$ cat src/rtl/fcmp_pkg.sv
package fcmp_pkg;
   localparam int SP_EXP_W  = 8;
   localparam int SP_FRAC_W = 23;
   localparam int DP_EXP_W  = 11;
   localparam int DP_FRAC_W = 52;
   localparam int SP_W      = 1 + SP_EXP_W + SP_FRAC_W;
   localparam int DP_W      = 1 + DP_EXP_W + DP_FRAC_W;
   localparam int MAG_W     = DP_W - 1;

   localparam int FLAG_W    = 5;
   localparam int FLAG_INV  = 4;

   typedef enum logic [1:0] {
      CC_EQ = 2'd0,
      CC_LT = 2'd1,
      CC_GT = 2'd2,
      CC_UN = 2'd3
   } cc_e;

   typedef enum logic [1:0] {
      TRAP_NONE = 2'd0,
      TRAP_IEEE = 2'd1
   } trap_e;

   typedef struct packed {
      logic             nan;
      logic             snan;
      logic             zero;
      logic             sign;
      logic [MAG_W-1:0] mag;
   } fp_class_t;
endpackage

$ cat src/rtl/fcmp_classify.sv
module fcmp_classify
   import fcmp_pkg::*;
(
   input  logic [DP_W-1:0] raw,
   input  logic            is_dbl,
   output fp_class_t       cls
);
   logic                 s_sign, d_sign;
   logic                 s_exp_ones, d_exp_ones;
   logic                 s_frac_nz, d_frac_nz;
   logic                 s_quiet, d_quiet;
   logic [MAG_W-1:0]     s_mag, d_mag;

   always_comb begin
      s_sign     = raw[SP_W-1];
      s_exp_ones = &raw[SP_W-2 -: SP_EXP_W];
      s_frac_nz  = |raw[SP_FRAC_W-1:0];
      s_quiet    = raw[SP_FRAC_W-1];
      s_mag      = MAG_W'(raw[SP_W-2:0]);

      d_sign     = raw[DP_W-1];
      d_exp_ones = &raw[DP_W-2 -: DP_EXP_W];
      d_frac_nz  = |raw[DP_FRAC_W-1:0];
      d_quiet    = raw[DP_FRAC_W-1];
      d_mag      = raw[DP_W-2:0];

      if (is_dbl) begin
         cls.sign = d_sign;
         cls.nan  = d_exp_ones & d_frac_nz;
         cls.snan = d_exp_ones & d_frac_nz & ~d_quiet;
         cls.mag  = d_mag;
      end else begin
         cls.sign = s_sign;
         cls.nan  = s_exp_ones & s_frac_nz;
         cls.snan = s_exp_ones & s_frac_nz & ~s_quiet;
         cls.mag  = s_mag;
      end
      cls.zero = (cls.mag == '0);
   end
endmodule

$ cat src/rtl/fcmp_order.sv
module fcmp_order
   import fcmp_pkg::*;
(
   input  fp_class_t cls_a,
   input  fp_class_t cls_b,
   output cc_e       cc,
   output logic      any_nan,
   output logic      any_snan
);
   function automatic logic less_than(input fp_class_t x, input fp_class_t y);
      if (x.zero && y.zero)       return 1'b0;
      else if (x.sign != y.sign)  return x.sign;
      else if (!x.sign)           return x.mag < y.mag;
      else                        return x.mag > y.mag;
   endfunction

   logic eq, lt, gt;

   always_comb begin
      any_nan  = cls_a.nan  | cls_b.nan;
      any_snan = cls_a.snan | cls_b.snan;
      eq = (cls_a.zero && cls_b.zero) ||
           ((cls_a.sign == cls_b.sign) && (cls_a.mag == cls_b.mag));
      lt = less_than(cls_a, cls_b);
      gt = less_than(cls_b, cls_a) && !eq;
      if (any_nan)   cc = CC_UN;
      else if (eq)   cc = CC_EQ;
      else if (lt)   cc = CC_LT;
      else if (gt)   cc = CC_GT;
      else           cc = CC_UN;
   end
endmodule

$ cat src/rtl/fcmp_field_reg.sv
module fcmp_field_reg
   import fcmp_pkg::*;
#(
   parameter int NUM_FIELDS = 4,
   localparam int SEL_W = $clog2(NUM_FIELDS)
) (
   input  logic                    clk,
   input  logic                    rst_n,
   input  logic                    wr_en,
   input  logic [SEL_W-1:0]        wr_sel,
   input  cc_e                     wr_cc,
   output logic [2*NUM_FIELDS-1:0] fields
);
   for (genvar i = 0; i < NUM_FIELDS; i++) begin : g_field
      logic [1:0] slot;
      always_ff @(posedge clk) begin
         if (!rst_n)
            slot <= CC_EQ;
         else if (wr_en && (wr_sel == SEL_W'(i)))
            slot <= wr_cc;
      end
      assign fields[2*i +: 2] = slot;
   end
endmodule

$ cat src/rtl/fcmp_cc_unit.sv
module fcmp_cc_unit
   import fcmp_pkg::*;
#(
   parameter int NUM_FIELDS = 4,
   localparam int SEL_W = $clog2(NUM_FIELDS)
) (
   input  logic                    clk,
   input  logic                    rst_n,
   input  logic                    req,
   input  logic [63:0]             op_a,
   input  logic [63:0]             op_b,
   input  logic                    is_double,
   input  logic                    signaling,
   input  logic [4:0]              trap_mask,
   input  logic [SEL_W-1:0]        field_sel,
   output logic [2*NUM_FIELDS-1:0] cond_fields,
   output logic [4:0]              exc_flags,
   output logic [1:0]              trap_type
);
   if (NUM_FIELDS < 2 || NUM_FIELDS > 16) begin : g_bad_fields
      $error("fcmp_cc_unit: NUM_FIELDS must lie in 2..16");
   end
   if (DP_W != 64 || FLAG_W != 5) begin : g_bad_format
      $error("fcmp_cc_unit: operand or flag width mismatch");
   end

   logic [63:0] ops [2];
   fp_class_t   cls [2];

   assign ops[0] = op_a;
   assign ops[1] = op_b;

   for (genvar k = 0; k < 2; k++) begin : g_cls
      fcmp_classify u_cls (
         .raw    (ops[k]),
         .is_dbl (is_double),
         .cls    (cls[k])
      );
   end

   cc_e  cc;
   logic any_nan, any_snan;

   fcmp_order u_order (
      .cls_a    (cls[0]),
      .cls_b    (cls[1]),
      .cc       (cc),
      .any_nan  (any_nan),
      .any_snan (any_snan)
   );

   logic [FLAG_W-1:0] flags_d;
   logic              trap_d;

   always_comb begin
      flags_d           = '0;
      flags_d[FLAG_INV] = signaling ? any_nan : any_snan;
      trap_d            = |(flags_d & trap_mask);
   end

   fcmp_field_reg #(.NUM_FIELDS(NUM_FIELDS)) u_fields (
      .clk    (clk),
      .rst_n  (rst_n),
      .wr_en  (req && !trap_d),
      .wr_sel (field_sel),
      .wr_cc  (cc),
      .fields (cond_fields)
   );

   always_ff @(posedge clk) begin
      if (!rst_n) begin
         exc_flags <= '0;
         trap_type <= TRAP_NONE;
      end else if (req) begin
         exc_flags <= flags_d;
         trap_type <= trap_d ? TRAP_IEEE : TRAP_NONE;
      end
   end
endmodule

$ cat config.mk
export PLATFORM = sky130hd
export DESIGN_NAME = fcmp_cc_unit
export DESIGN_NICKNAME = d
export VERILOG_FILES = /design/src/rtl/fcmp_pkg.sv /design/src/rtl/fcmp_classify.sv /design/src/rtl/fcmp_order.sv /design/src/rtl/fcmp_field_reg.sv /design/src/rtl/fcmp_cc_unit.sv
export SDC_FILE = /design/constraint.sdc
export NUM_CORES = 1
export LEC_CHECK = 0
export BUFFER_PORTS_ARGS = -buffer_cell sky130_fd_sc_hd__buf_2
export CORE_ASPECT_RATIO = 1.1
export CORE_MARGIN = 5
export CORE_UTILIZATION = 43
export CTS_BUF_LIST = sky130_fd_sc_hd__clkbuf_8
export CTS_CLUSTER_SIZE = 16
export DETAILED_ROUTE_END_ITERATION = 10
export PLACE_DENSITY = 0.81
export SETUP_SLACK_MARGIN = 0.2
export SLEW_MARGIN = 20
export SYNTH_ARGS = -nofsm -noshare
export SYNTH_HDL_FRONTEND = slang
export SYNTH_SLANG_ARGS = --single-unit
$ cat constraint.sdc
create_clock -name clk -period 2.85 [get_ports clk]
set_input_delay 0 -clock clk [delete_from_list [all_inputs] [get_ports clk]]
set_output_delay 0 -clock clk [all_outputs]
set_load 0.02 [all_outputs]
# Yosys cells after proc, flatten, opt, wreduce, memory -nomap -nowiden
# Index checks and enable logic that the tools add are counted.
# totals
regBits	11
latch_bits	0
ramBits	0
mem_bits_ro	0
inputBits	140
output_inout_bits	15
word_cells	71
mem_count	0
# op_classes
n_addsub	0
mul	0
div	0
n_lt_le_gt_ge	4
eq_ne	7
shift	0
n_mux	16
bitwise_logic	15
reduce_logical	23
# ops
op	count
64-bit two-way mux	2
63-bit greater-than comparator	2
63-bit zero test	2
63-bit less-than comparator	2
52-bit OR reduction	2
63-bit equality test	1
23-bit OR reduction	2
11-bit AND reduction	2
8-bit AND reduction	2
2-bit two-way mux	5
1-bit two-way mux	9
1-bit bitwise AND	8
1-bit logical AND	8
5-bit bitwise AND	1
5-bit OR reduction	1
2-bit equality test (second input constant)	2
1-bit inverter	4
2-bit by 1-bit equality test with 1-bit output (second input constant)	1
1-bit zero test	2
2-bit zero test	1
1-bit inequality test	2
1-bit OR	2
1-bit equality test	1
1-bit logical OR	1

# Logic depth before layout (Yosys ltp)
# depth
depth_word	11
depth_mapped	13
mapped_depth_nobuf	10

# Hierarchy
# From an unflattened synthesis, not the netlist that was laid out.
# unflattened
hier_cells	509
area_unflattened_um2	3718.6
# modules_own_cells
module	n_inst	cells_each	area_per_inst_um2	seq_area_each_um2
fcmp_order	1	246	1717.9	0.0
fcmp_classify	2	108	774.5	0.0
fcmp_field_reg	1	31	321.6	160.2
fcmp_cc_unit	1	16	130.1	40.0

# Worst setup path after synthesis
# OpenSTA, ideal clock, no wires.
# synth_path
path_kind	input to register
from	input is_double
to	register u_fields.g_field[0].slot[0]
setup_time_ns	0.133
arrival_ns	2.865
required_time_ns	2.717
slack_ns	-0.148
path_stages	13
n_path_buf	3
path_cell_list	clkbuf_1 clkbuf_1 clkbuf_1 nand2_1 ha_1 a21oi_1 o21ai_0 a221o_1 a2111oi_0 and2_1 a21oi_1 a211oi_1 a21oi_1
# synth_via
elab_chain_len	10
word_cells_on_any_way	37
cone_classes	order compare (4); eq/ne (4); mux (15); bitwise (3); reduce/logical (11)
# synth_lines
item	line	source
from (decl)	fcmp_cc_unit.sv:12	input logic is_double,
64-bit two-way mux	fcmp_classify.sv:27	if (is_dbl) begin
63-bit less-than comparator (tied with other cells)	fcmp_order.sv:13	else if (!x.sign) return x.mag < y.mag;
1-bit two-way mux (tied with other cells)	fcmp_order.sv:13	
1-bit two-way mux or 1-bit logical OR (tied branches)	fcmp_order.sv:12, fcmp_order.sv:22	
1-bit two-way mux or 1-bit zero test (tied branches)	fcmp_order.sv:11, fcmp_order.sv:25	
1-bit logical AND	fcmp_order.sv:25	gt = less_than(cls_b, cls_a) && !eq;
1-bit two-way mux	fcmp_order.sv:29	else if (gt) cc = CC_GT;
2-bit two-way mux	fcmp_order.sv:28	else if (lt) cc = CC_LT;
2-bit two-way mux	fcmp_order.sv:27	else if (eq) cc = CC_EQ;
2-bit two-way mux	fcmp_order.sv:26	if (any_nan) cc = CC_UN;
to (signal assigned)	fcmp_field_reg.sv:20	slot <= wr_cc;
to (decl)	fcmp_field_reg.sv:15	logic [1:0] slot;
# Several ways; a longest one is shown, not always the timed one.
# A chain may end at the register's enable or synchronous reset.

# Final worst setup path
# layout_path
from	input op_b[5]
to	register u_fields.g_field[2].slot[0]
# layout_via
elab_chain_len	11
word_cells_on_any_way	37
cone_classes	order compare (4); eq/ne (1); mux (13); bitwise (7); reduce/logical (12)
# layout_lines
item	line	source
from (decl)	fcmp_cc_unit.sv:11	input logic [63:0] op_b,
branches (longest 11 deep; another with 63-bit less-than comparator)	--	
to (signal assigned)	fcmp_field_reg.sv:20	
to (decl)	fcmp_field_reg.sv:15	
# Parallel ways; which one is timed is not known.

==> reports/metrics.csv <==
metric;value;unit
max_freq;379;MHz
synth_top_area_share;27.6;%
drv_slew;0;
final_common_cell;buf_2;
synth_area;2860;sq um
synth_top_family_by_area;simple AND/OR/NAND/NOR gates;
fin_util;58.8;%
synth-seq-cells;10;
synthXorXnorAreaFrac;0.307;%
cp.arrival;2.80;ns
p_leak;1.96;nW
fin_nets;749;
die_area;8370;sq um
die_x;87.7;microns
cts_max_path_buffers;2;
grt_antenna_before_repair;0;
cts_tree;done;
synth_compound_area_share;18.5;%
syn_inst;399;
critPathRequiredTime;3.01;ns
ir_drop;0.144;mV
status;finished, final reports clean;
grt_start_max_net_pins;28;
dp_hpwl;8560;microns
final_cell_area;3830;sq um
fin_setup_tns;0;ns
ios;155;
fillers;632;
multiInputGateArea;2550;sq um
grtUsageTotal;21.8;%
overflow;0;
synthTopCellsByArea;ha_1 (28%), and2_1 (7.2%), dfxtp_1 (7.0%), nand2_1 (6.7%), a21oi_1 (6.1%);
crit_path_max_incr_delay;0.55;ns
path_class;input port to flop;
yosysUniqueCellTypes;47;
yosys-mux-area-fraction;1.05;%
gp_congestion;0.945;
synth_adder_area_share;27.6;%
drive_gt1_share;32.2;%
place_area;3690;sq um
grt_first_pass_wirelength;15000;microns
cp_cell_sequence;buf_6, or4_4, or4_4, or4_4, a22o_4, o221a_4, nor4b_4, o21ai_1, a21oi_1;
slowest_stage;or4_4;
rows;31;
fin_skew;0;ns
p_per_area;200;nW/um^2
fp.coreArea;6520;sq um
diodes;0;
path_common_cell;or4_4;
critPathCaptureType;flop;
seq_area;200;sq um
min_period;2.64;ns
clock-root-buffer;clkbuf_8;
critical_path.startpoint_type;input port;
postRouteAntennaNets;0;
setup_viol;0;
grt_pass1_vias;3496;
htree_num_levels;1;
worstPathMaxFanout;5;
synth-simple-area-share;38.4;%
start_util;43.8;%
hold_path.class;input port to flop;
insertion_delay;0.23;ns
cap_violations;0;
portBuffers;145;
via_count;3557;
slew_headroom;62.6;%
final_cell_mix;buf_2 (141), ha_1 (63), nand2_1 (51);
worst_pin_slew;0.557;ns
syn_area_per_cell;7.16;sq um
hold_ws;0.0798;ns
yosys_warnings;0;
rsz0062_at_grt;yes;
syn_to_final_growth;34.2;%
yosys.area.top_type;ha_1;
yosysSeqAreaShare;7.01;%
total_power;0.000768;W
clkTransAtPathRegs;0.04;ns
worstPathBufferInverterCount;1;
vias_per_cell;5.68;
first_pass_iters;4;
numCtsBuffers;3;
drcViolationCount;0;
post-route-period-util;92.7;%
wl;9550;microns
drtIter0Drc;129;
critPathTopFamily;simple AND/OR/NAND/NOR gates;
wl_per_cell;15.3;microns
cts_sinks;10;
hold_violations;0;
die_h;95.5;microns
layout make-up:
cell class / count / area share, %
sequential: 10 / 5.23
timing repair buffer: 151 / 21.0
clock buffer: 3 / 1.08
multi-input combinational: 345 / 66.6
inverter: 35 / 3.43
tap: 82 / 2.68
cells in the mapped netlist (all sizes together):
| master | n |
|---|---|
| nor2b | 3 |
| nor4 | 24 |
| conb | 1 |
| or3 | 1 |
| nand2b | 1 |
| o31a | 1 |
| o21a | 5 |
| nand3 | 7 |
| nor4b | 1 |
| ha | 63 |
| a21o | 6 |
| inv | 35 |
| nor3b | 2 |
| a211oi | 4 |
| o221a | 2 |
| o21ai | 16 |
| dfxtp | 10 |
| a22o | 2 |
| nor4bb | 1 |
| nand4 | 25 |
| clkbuf | 8 |
| a21oi | 35 |
| o311ai | 1 |
| nand2 | 51 |
| a221o | 2 |
| nand3b | 3 |
| and4 | 3 |
| or4 | 16 |
| buf | 5 |
| xnor2 | 1 |
| nand4bb | 1 |
| nor2 | 10 |
| a31o | 1 |
| o31ai | 3 |
| o211ai | 2 |
| a221oi | 2 |
| a2111oi | 1 |
| nor3 | 8 |
| and2 | 33 |
| mux2i | 3 |
kinds of logic after synthesis:
kind of cell               Yosys count
and+or+nand+nor                    190
AOI/OAI and AO/OA                   83
adders and majority gates           63
buffers and inverters               48
DFF                                 10
muxes                                3
other                                1
xor gates and xnor gates             1
repair_timing:
| item | 4_1_cts | 5_1_grt |
|---|---|---|
| resized for setup | 0 | 17 |
| hold buffers | 0 | 0 |
| setup endpoints to repair | 1 | 8 |
| cloned | 0 | 0 |
| buffers inserted | 0 | 1 |
| pin swaps | 0 | 6 |
worst register-to-register path: stages, from the launching register on:
cell     delay, ns
dfxtp_1       0.32
o21ai_0       0.22
a21oi_1       0.06
flip-flops by register name (all words and copies together) (netlist names):
signal,cells
u_fields.g_field.slot,8
exc_flags,1
trap_type,1
report_power, final:
group,internal (W),switching (W),total (W)
registers,0.000147,0.00000387,0.000151
logic,0.000222,0.000256,0.000478
clock network,0.0000917,0.0000466,0.000138
metal layers:
metal / global-route usage, % / wire length (microns)
met4: 6.01 / 216
met2: 42.6 / 5040
met5: 0 / 0
met1: 24.5 / 3610
met3: 2.16 / 685
per-stage QoR:
step                cells  setup slack [ns]
floorplan             403             0.221
global route          626             0.110
detailed placement    622           -0.0317
global placement      622            0.0351
CTS                   625             0.198
finish                626             0.209
worst paths after layout:
check	start	end	slack [ns]	depth (start not counted)
hold reg to reg	u_fields.g_field[2].slot[1]	u_fields.g_field[2].slot[1]	0.52	2
hold / removal	rst_n	exc_flags[4]	0.08	2
setup reg to reg	u_fields.g_field[3].slot[0]	u_fields.g_field[3].slot[0]	2.13	2
setup / recovery	op_b[5]	u_fields.g_field[2].slot[0]	0.21	9
Note: power is estimated with default switching activity, not from simulation.
